$ cat config.mk
export PLATFORM = sky130hd
export DESIGN_NAME = bim_unit
export DESIGN_NICKNAME = d
export VERILOG_FILES = /design/src/rtl/bim_pkg.sv /design/src/rtl/bim_lane_gen.sv /design/src/rtl/bim_place.sv /design/src/rtl/bim_byte_gate.sv /design/src/rtl/bim_unit.sv
export SDC_FILE = /design/constraint.sdc
export NUM_CORES = 1
export LEC_CHECK = 0
export ABC_AREA = 1
export CAP_MARGIN = 20
export CORE_AREA = 2 2 203 125
export CTS_CLUSTER_SIZE = 24
export DETAILED_ROUTE_END_ITERATION = 7
export DIE_AREA = 0 0 205 127
export PLACE_DENSITY = 0.61
export SETUP_SLACK_MARGIN = 0.1
export SKIP_CTS_REPAIR_TIMING = 1
export SYNTH_ARGS = -nofsm -noshare
export SYNTH_HDL_FRONTEND = slang
export SYNTH_SLANG_ARGS = --single-unit
$ cat constraint.sdc
create_clock -name clk -period 1.8 [get_ports clk]
set_input_delay 0.36 -clock clk [delete_from_list [all_inputs] [get_ports clk]]
set_output_delay 0.36 -clock clk [all_outputs]
set_load 0.03 [all_outputs]
$ cat src/rtl/bim_pkg.sv
package bim_pkg;

    localparam int DW    = 64;
    localparam int LANES = DW / 8;
    localparam int OFF_W = $clog2(LANES);
    localparam int OP_W  = 5;
    localparam int SZ_W  = 2;

    typedef enum logic [SZ_W-1:0] {
        SZ_BYTE = 2'd0,
        SZ_WORD = 2'd1,
        SZ_LONG = 2'd2,
        SZ_QUAD = 2'd3
    } size_e;

    typedef enum logic [2:0] {
        K_INS_LO,
        K_INS_HI,
        K_MSK_LO,
        K_MSK_HI,
        K_ZERO,
        K_KEEP,
        K_BAD
    } kind_e;

    typedef struct packed {
        kind_e kind;
        size_e size;
    } dec_t;

    localparam logic [OP_W-1:0] OP_ZERO = 5'b10000;
    localparam logic [OP_W-1:0] OP_KEEP = 5'b10001;

    function automatic dec_t decode_op(input logic [OP_W-1:0] code);
        dec_t d;
        d.size = size_e'(code[SZ_W-1:0]);
        d.kind = K_BAD;
        if (!code[OP_W-1]) begin
            unique case (code[3:2])
                2'd0: d.kind = K_INS_LO;
                2'd1: d.kind = K_INS_HI;
                2'd2: d.kind = K_MSK_LO;
                default: d.kind = K_MSK_HI;
            endcase
            if ((d.kind == K_INS_HI || d.kind == K_MSK_HI) && d.size == SZ_BYTE)
                d.kind = K_BAD;
        end else if (code == OP_ZERO) begin
            d.kind = K_ZERO;
        end else if (code == OP_KEEP) begin
            d.kind = K_KEEP;
        end
        return d;
    endfunction

    function automatic logic [LANES-1:0] size_lanes(input size_e sz);
        logic [LANES-1:0] l;
        for (int i = 0; i < LANES; i++)
            l[i] = (i < (1 << sz));
        return l;
    endfunction

    function automatic logic [DW-1:0] lanes_to_bits(input logic [LANES-1:0] l);
        logic [DW-1:0] m;
        for (int i = 0; i < LANES; i++)
            m[i*8 +: 8] = {8{l[i]}};
        return m;
    endfunction

endpackage

$ cat src/rtl/bim_lane_gen.sv
module bim_lane_gen
    import bim_pkg::*;
#(
    parameter int NL = LANES,
    localparam int OW = $clog2(NL)
) (
    input  logic [NL-1:0] field,
    input  logic [OW-1:0] off,
    output logic [NL-1:0] lane_lo,
    output logic [NL-1:0] lane_hi
);
    logic [2*NL-1:0] pair;

    always_comb begin
        pair    = {{NL{1'b0}}, field} << off;
        lane_lo = pair[NL-1:0];
        lane_hi = pair[2*NL-1:NL];
    end
endmodule

$ cat src/rtl/bim_place.sv
module bim_place
    import bim_pkg::*;
#(
    parameter int W = DW,
    localparam int NL = W / 8,
    localparam int OW = $clog2(NL)
) (
    input  logic [W-1:0]  data,
    input  logic [NL-1:0] field,
    input  logic [OW-1:0] off,
    output logic [W-1:0]  data_lo,
    output logic [W-1:0]  data_hi
);
    logic [W-1:0]   trunc;
    logic [2*W-1:0] pair;
    logic [OW+2:0]  shamt;

    always_comb begin
        trunc = '0;
        for (int i = 0; i < NL; i++)
            trunc[i*8 +: 8] = field[i] ? data[i*8 +: 8] : 8'h00;
        shamt   = {off, 3'b000};
        pair    = {{W{1'b0}}, trunc} << shamt;
        data_lo = pair[W-1:0];
        data_hi = pair[2*W-1:W];
    end
endmodule

$ cat src/rtl/bim_byte_gate.sv
module bim_byte_gate
    import bim_pkg::*;
#(
    parameter int W = DW,
    localparam int NL = W / 8
) (
    input  logic [W-1:0]  din,
    input  logic [NL-1:0] keep,
    output logic [W-1:0]  dout
);
    for (genvar g = 0; g < NL; g++) begin : g_lane
        assign dout[g*8 +: 8] = keep[g] ? din[g*8 +: 8] : 8'h00;
    end
endmodule

$ cat src/rtl/bim_unit.sv
module bim_unit
    import bim_pkg::*;
(
    input  logic            clk,
    input  logic            rst,
    input  logic            in_valid,
    input  logic [OP_W-1:0] op,
    input  logic [DW-1:0]   opa,
    input  logic [DW-1:0]   opb,
    output logic            out_valid,
    output logic [DW-1:0]   result,
    output logic            illegal
);
    dec_t             dec;
    logic [LANES-1:0] field;
    logic [OFF_W-1:0] off;
    logic [LANES-1:0] lane_lo;
    logic [LANES-1:0] lane_hi;
    logic [DW-1:0]    ins_lo;
    logic [DW-1:0]    ins_hi;
    logic [LANES-1:0] keep_sel;
    logic [DW-1:0]    gated;
    logic [DW-1:0]    nxt_res;
    logic             nxt_bad;
    logic             unused_opb;

    assign unused_opb = ^opb[DW-1:LANES];

    always_comb begin
        dec   = decode_op(op);
        field = size_lanes(dec.size);
        off   = opb[OFF_W-1:0];
    end

    bim_lane_gen #(.NL(LANES)) u_lanes (
        .field   (field),
        .off     (off),
        .lane_lo (lane_lo),
        .lane_hi (lane_hi)
    );

    bim_place #(.W(DW)) u_place (
        .data    (opa),
        .field   (field),
        .off     (off),
        .data_lo (ins_lo),
        .data_hi (ins_hi)
    );

    always_comb begin
        unique case (dec.kind)
            K_MSK_LO: keep_sel = ~lane_lo;
            K_MSK_HI: keep_sel = ~lane_hi;
            K_ZERO:   keep_sel = ~opb[LANES-1:0];
            K_KEEP:   keep_sel = opb[LANES-1:0];
            default:  keep_sel = '1;
        endcase
    end

    bim_byte_gate #(.W(DW)) u_gate (
        .din  (opa),
        .keep (keep_sel),
        .dout (gated)
    );

    always_comb begin
        nxt_bad = 1'b0;
        unique case (dec.kind)
            K_INS_LO: nxt_res = ins_lo;
            K_INS_HI: nxt_res = ins_hi;
            K_MSK_LO, K_MSK_HI, K_ZERO, K_KEEP: nxt_res = gated;
            default: begin
                nxt_res = '0;
                nxt_bad = 1'b1;
            end
        endcase
    end

    always_ff @(posedge clk) begin
        if (rst) begin
            out_valid <= 1'b0;
            result    <= '0;
            illegal   <= 1'b0;
        end else begin
            out_valid <= in_valid;
            if (in_valid) begin
                result  <= nxt_res;
                illegal <= nxt_bad;
            end
        end
    end
endmodule

## Yosys cells after proc, flatten, opt, wreduce, memory -nomap -nowiden

Index checks and enable logic that the tools add are counted.

- Bits in registers: 66

- $lt $le $gt $ge: 8
- Equal/unequal tests: 11
- Shifts and indexed selects: 3
- Mux-type cells: 25
- Bitwise logic cells: 3
- Reduce and logical (&&, ||, !) cells: 7

Operator list:

| operator | count |
|---|---|
| $pmux 64 s3 | 1 |
| $lt 4x32->1 const A | 4 |
| $mux 8 | 16 |
| $shl 64x6->128 | 1 |
| $lt 3x32->1 const A | 2 |
| $lt 1x32->1 const A | 1 |
| $lt 2x32->1 const A | 1 |
| $pmux 8 s4 | 1 |
| $shl 1x2->32 const A | 1 |
| $not 8->8 | 3 |
| $shl 8x3->16 | 1 |
| $eq 5x5->1 const B | 2 |
| $eq 3x2->1 const B | 3 |
| $mux 3 | 3 |
| $eq 3x1->1 const B | 2 |
| $eq 3x3->1 const B | 2 |
| $pmux 2 s3 | 1 |
| $reduce_or 6->1 | 1 |
| $logic_not 2->1 | 2 |
| $mux 2 | 2 |
| $reduce_or 4->1 | 1 |
| $logic_not 3->1 | 1 |
| $eq 2x1->1 const B | 1 |
| $eq 2x2->1 const B | 1 |
| other kinds (3) | 3 |

## Logic depth before layout (Yosys ltp)

- Depth in word-level cells: 12
- Gate-level depth with buffers: 14

## Modules after synthesis

A second synthesis with hierarchy kept.

- Cells, all modules: 1,508
- Area total of the unflattened synthesis: 8,240.4 sq um

By module, submodules not included:

| module | times used | cells an instance | area each (sq um) |
|---|---|---|---|
| bim_unit | 1 | 664 | 4,354.2 |
| bim_place | 1 | 631 | 3,005.4 |
| bim_byte_gate | 1 | 136 | 520.5 |
| bim_lane_gen | 1 | 77 | 360.3 |

## Worst setup path before layout

Ideal clock, no wire load.

- Kind: input -> register
- From: input op[0]
- To: register result[43]
- Library setup time: 68 ps
- Arrival: 1,516 ps
- Required time: 1,732 ps
- Setup slack: 216 ps
- Cell stages on the path: 13
- Buffers on the path: 2
- Cells stage by stage: buf_6 -> inv_2 -> nand2_4 -> nand2_1 -> nand2_1 -> nand2_4 -> nand3_4 -> inv_6 -> buf_12 -> nand3_1 -> nand3_1 -> nand2_1 -> a21oi_2

- Longest elaborated chain between the ends: 8
- Elaborated cells between the ends (all ways): 39
- Classes of those cells: order compare (8); eq/ne (7); shift (3); mux (15); bitwise (2); reduce/logical (4)

Ends and longest elaborated chain:

| item | line | source |
|---|---|---|
| from (decl) | bim_unit.sv:7 | `input logic [OP_W-1:0] op,` |
| branches (longest 7 deep; another with $lt 1x32->1) | -- |  |
| $pmux 64 s3 * | bim_unit.sv:68 | `unique case (dec.kind)` |
| to (signal assigned) | bim_unit.sv:87 | `result <= nxt_res;` |
| to (decl) | bim_unit.sv:11 | `output logic [DW-1:0] result,` |

Every way passes the cells marked *.
A chain may end at the register's enable or synchronous reset.

## Final worst setup path

- From: input op[4]
- To: register result[51]

- Longest elaborated chain between the ends: 8
- Elaborated cells between the ends (all ways): 15
- Classes of those cells: eq/ne (7); mux (6); reduce/logical (2)

Ends and longest elaborated chain:

| item | line | source |
|---|---|---|
| $eq 5x5->1 | bim_pkg.sv:49 | `end else if (code == OP_KEEP) begin` |
| $mux 2 | bim_pkg.sv:49 |  |
| $mux 2 | bim_pkg.sv:47 | `end else if (code == OP_ZERO) begin` |
| $mux 3 * | bim_pkg.sv:38 | `if (!code[OP_W-1]) begin` |
| $eq 3x3->1 / $eq 3x2->1 (equally long branches) | bim_unit.sv:51, bim_unit.sv:68 |  |
| $pmux 8 s4 | bim_unit.sv:51 | `unique case (dec.kind)` |
| $mux 8 | bim_byte_gate.sv:12 | `assign dout[g*8 +: 8] = keep[g] ? din[g*8 +: 8] : 8'h00;` |
| $pmux 64 s3 * | bim_unit.sv:68 |  |

Mark *: on every way between the ends. The rest lies on a longest branch, timed or not.

==> flow_summary.ini <==
[outcome]
outcome = complete, no violations

[place]
gp_congestion = 1.01
portBuffers = 145
dp_hpwl_mm = 32.4
dp_cells = 1933

[hold_path]
min_path_type = input port to register

[die]
coreArea_um2 = 24000
dieArea_um2 = 26000
initial_core_util_pct = 29.8
die_w_um = 205
die_y_um = 127
num_rows = 44
io_pins = 202

[final_layout]
instances_no_fill = 1977
final_cell_mix = nand2_1 (502), nand3_1 (285), buf_4 (197)
drive_above_1_share_pct = 25.5
area_delta_synth_final_pct = 64.3
fin_nets = 1785
final_common_cell = nand2_1

[yosys]
synth.distinct_cells = 28
synth_enable_flop_cells = 0
syn_inst = 1350
synth_xor_area_share_pct = 0
yosys.area.top_type = nand2_1
synth.mux.area_fraction_pct = 0
synth-compound-area-share_pct = 9.81
ys_ff_latch = 66
synth-adder-area-share_pct = 0
synth_area_leaders = nand2_1 (28%), nand3_1 (23%), dfxtp_1 (18%)
yosys_warnings = 0
synth-simple-area-share_pct = 61.7
syn_avg_cell_area_um2 = 5.30
syn-num-nets = 1486
yosysTopAreaCellShare_pct = 27.6
yosysSeqAreaShare_pct = 18.5
synth_top_family_by_area = simple AND/OR/NAND/NOR gates
netlist_area_um2 = 7160
async_reset_ff_share_pct = 0
synth_flop_cell = dfxtp_1

[sta]
rsz0062_at_grt = yes
max_freq_mhz = 590
fin_crit_sh_pct = 94.2
fin_crit_ps = 1690
slew_viol_final = 0
fin_setup_tns_ps = 0
finalClockSkew_ps = 0
timing.slew.headroom_pct = 74.6
worstMarginPinSlew_ps = 381
setup_viol = 0
hold_viol = 0

[setup_path]
cp_max_fo = 11
reg2reg_slack_ps = 970
end_kind = register
crit_type = input port to register
start_kind = input port
cp.required_ps = 2090
arrival_ps = 1980

[drt]
drtIter0Drc = 1438
first_pass_iters = 5
routedWlPerCell_um = 21.6
routed_wirelength_mm = 42.6
ant_nets = 0
route.vias.total = 10700
viasPerCell = 5.42
drc = 0

[cts]
cts_max_level = 3
numCtsBuffers = 9
clk_latency_ps = 360
clockBufferDepth = 2
root_buffer = clkbuf_16
cts_tree = done
worst_setup_hold_path_clk_slew_ps = 70
cts_sinks = 66

[global_routing]
grt_pass1_vias = 9477
antenna_found_initial = 1
grt_max_degree = 67
globalRouteOverflowTotal = 0
grt_pass1_wl_mm = 60.7
grt.total_usage_pct = 31.4

[run]
maxCapViolCount = 0

[power_and_ir_drop]
vdd_drop_max_v = 0.000488
p_leak_nw = 6.58
cellPowerDensity_nw_per_um2 = 519
## sequential cells by signal, summed over array words and instances, names as in the netlist
register,count
result,64
illegal,1
out_valid,1
## synthesized netlist by cell type, types with 10 or more instances
cell	number
nand2_1	527
nand3_1	325
nor2_1	111
a21oi_1	67
dfxtp_1	66
clkbuf_1	38
buf_2	37
inv_1	36
o21ai_0	27
nand3_2	20
nand4_1	18
buf_1	12
o211ai_1	11
a21oi_2	10
inv_2	10
## routing by layer
| metal | up-vias | part of all wire, % | global-route usage (%) |
|---|---|---|---|
| met1 | 4915 | 47 | 48.3 |
| met2 | 679 | 38 | 39.8 |
| li1 | 5073 | - | - |
| met5 | - | 0 | 0 |
| met3 | 45 | 14 | 11.9 |
| met4 | 0 | 1.6 | 7.28 |
## metrics by stage
stage               setup slack [ps]  hold WS (ps)  power (mW)  utilization [%]  instance area (um^2)
global placement                -753           455        3.81             43.2                 10400
CTS                             -411           418        5.89             44.6                 10700
global route                    49.6           430        6.36             49.0                 11800
detailed placement              -766           458        3.79             43.2                 10400
floorplan                        216           595        2.64                -                  7160
finish                           105           426        6.10             49.0                 11800
## final timing paths
check / depth (start not counted) / end / start
max: 14 / result[51] / op[4]
min: 3 / result[33] / in_valid
max reg2reg: 2 / result[32] / result[32]
min reg2reg: 2 / result[14] / result[14]
## area by class of cell
cell class	instances	area, um^2
repair inverters	1	8.76
flip-flops and latches	66	1320
clock inverters	4	72.6
clock buffers	12	267
repair buffers	388	3910
inverters	50	210
multi-input cells	1133	5560
fillers	2498	12200
diodes	1	2.50
well taps	322	403
## cells by family after synthesis
family	Yosys count
buf+inv	151
compound gates	123
simple gates	1010
flops	66
## power by group
group          leakage (nW)  total, mW  switching, mW  internal [mW]
logic                  5.88       2.48           1.51          0.973
registers             0.535       1.53         0.0265           1.50
clock network         0.165       2.09          0.764           1.33
total                  6.58       6.10           2.30           3.80
## worst max-delay path: stages
cell and delay, ps:
dlymetal6s2s_1 160, inv_2 80, buf_6 120, buf_4 120
nand2_2 70, inv_2 110, nand3_4 160, buf_12 180
clkinv_8 70, buf_12 140, nand3_2 80, nand3_1 100
nand2_1 70, a21oi_2 140
No activity file was read; power rests on OpenSTA's default activity.
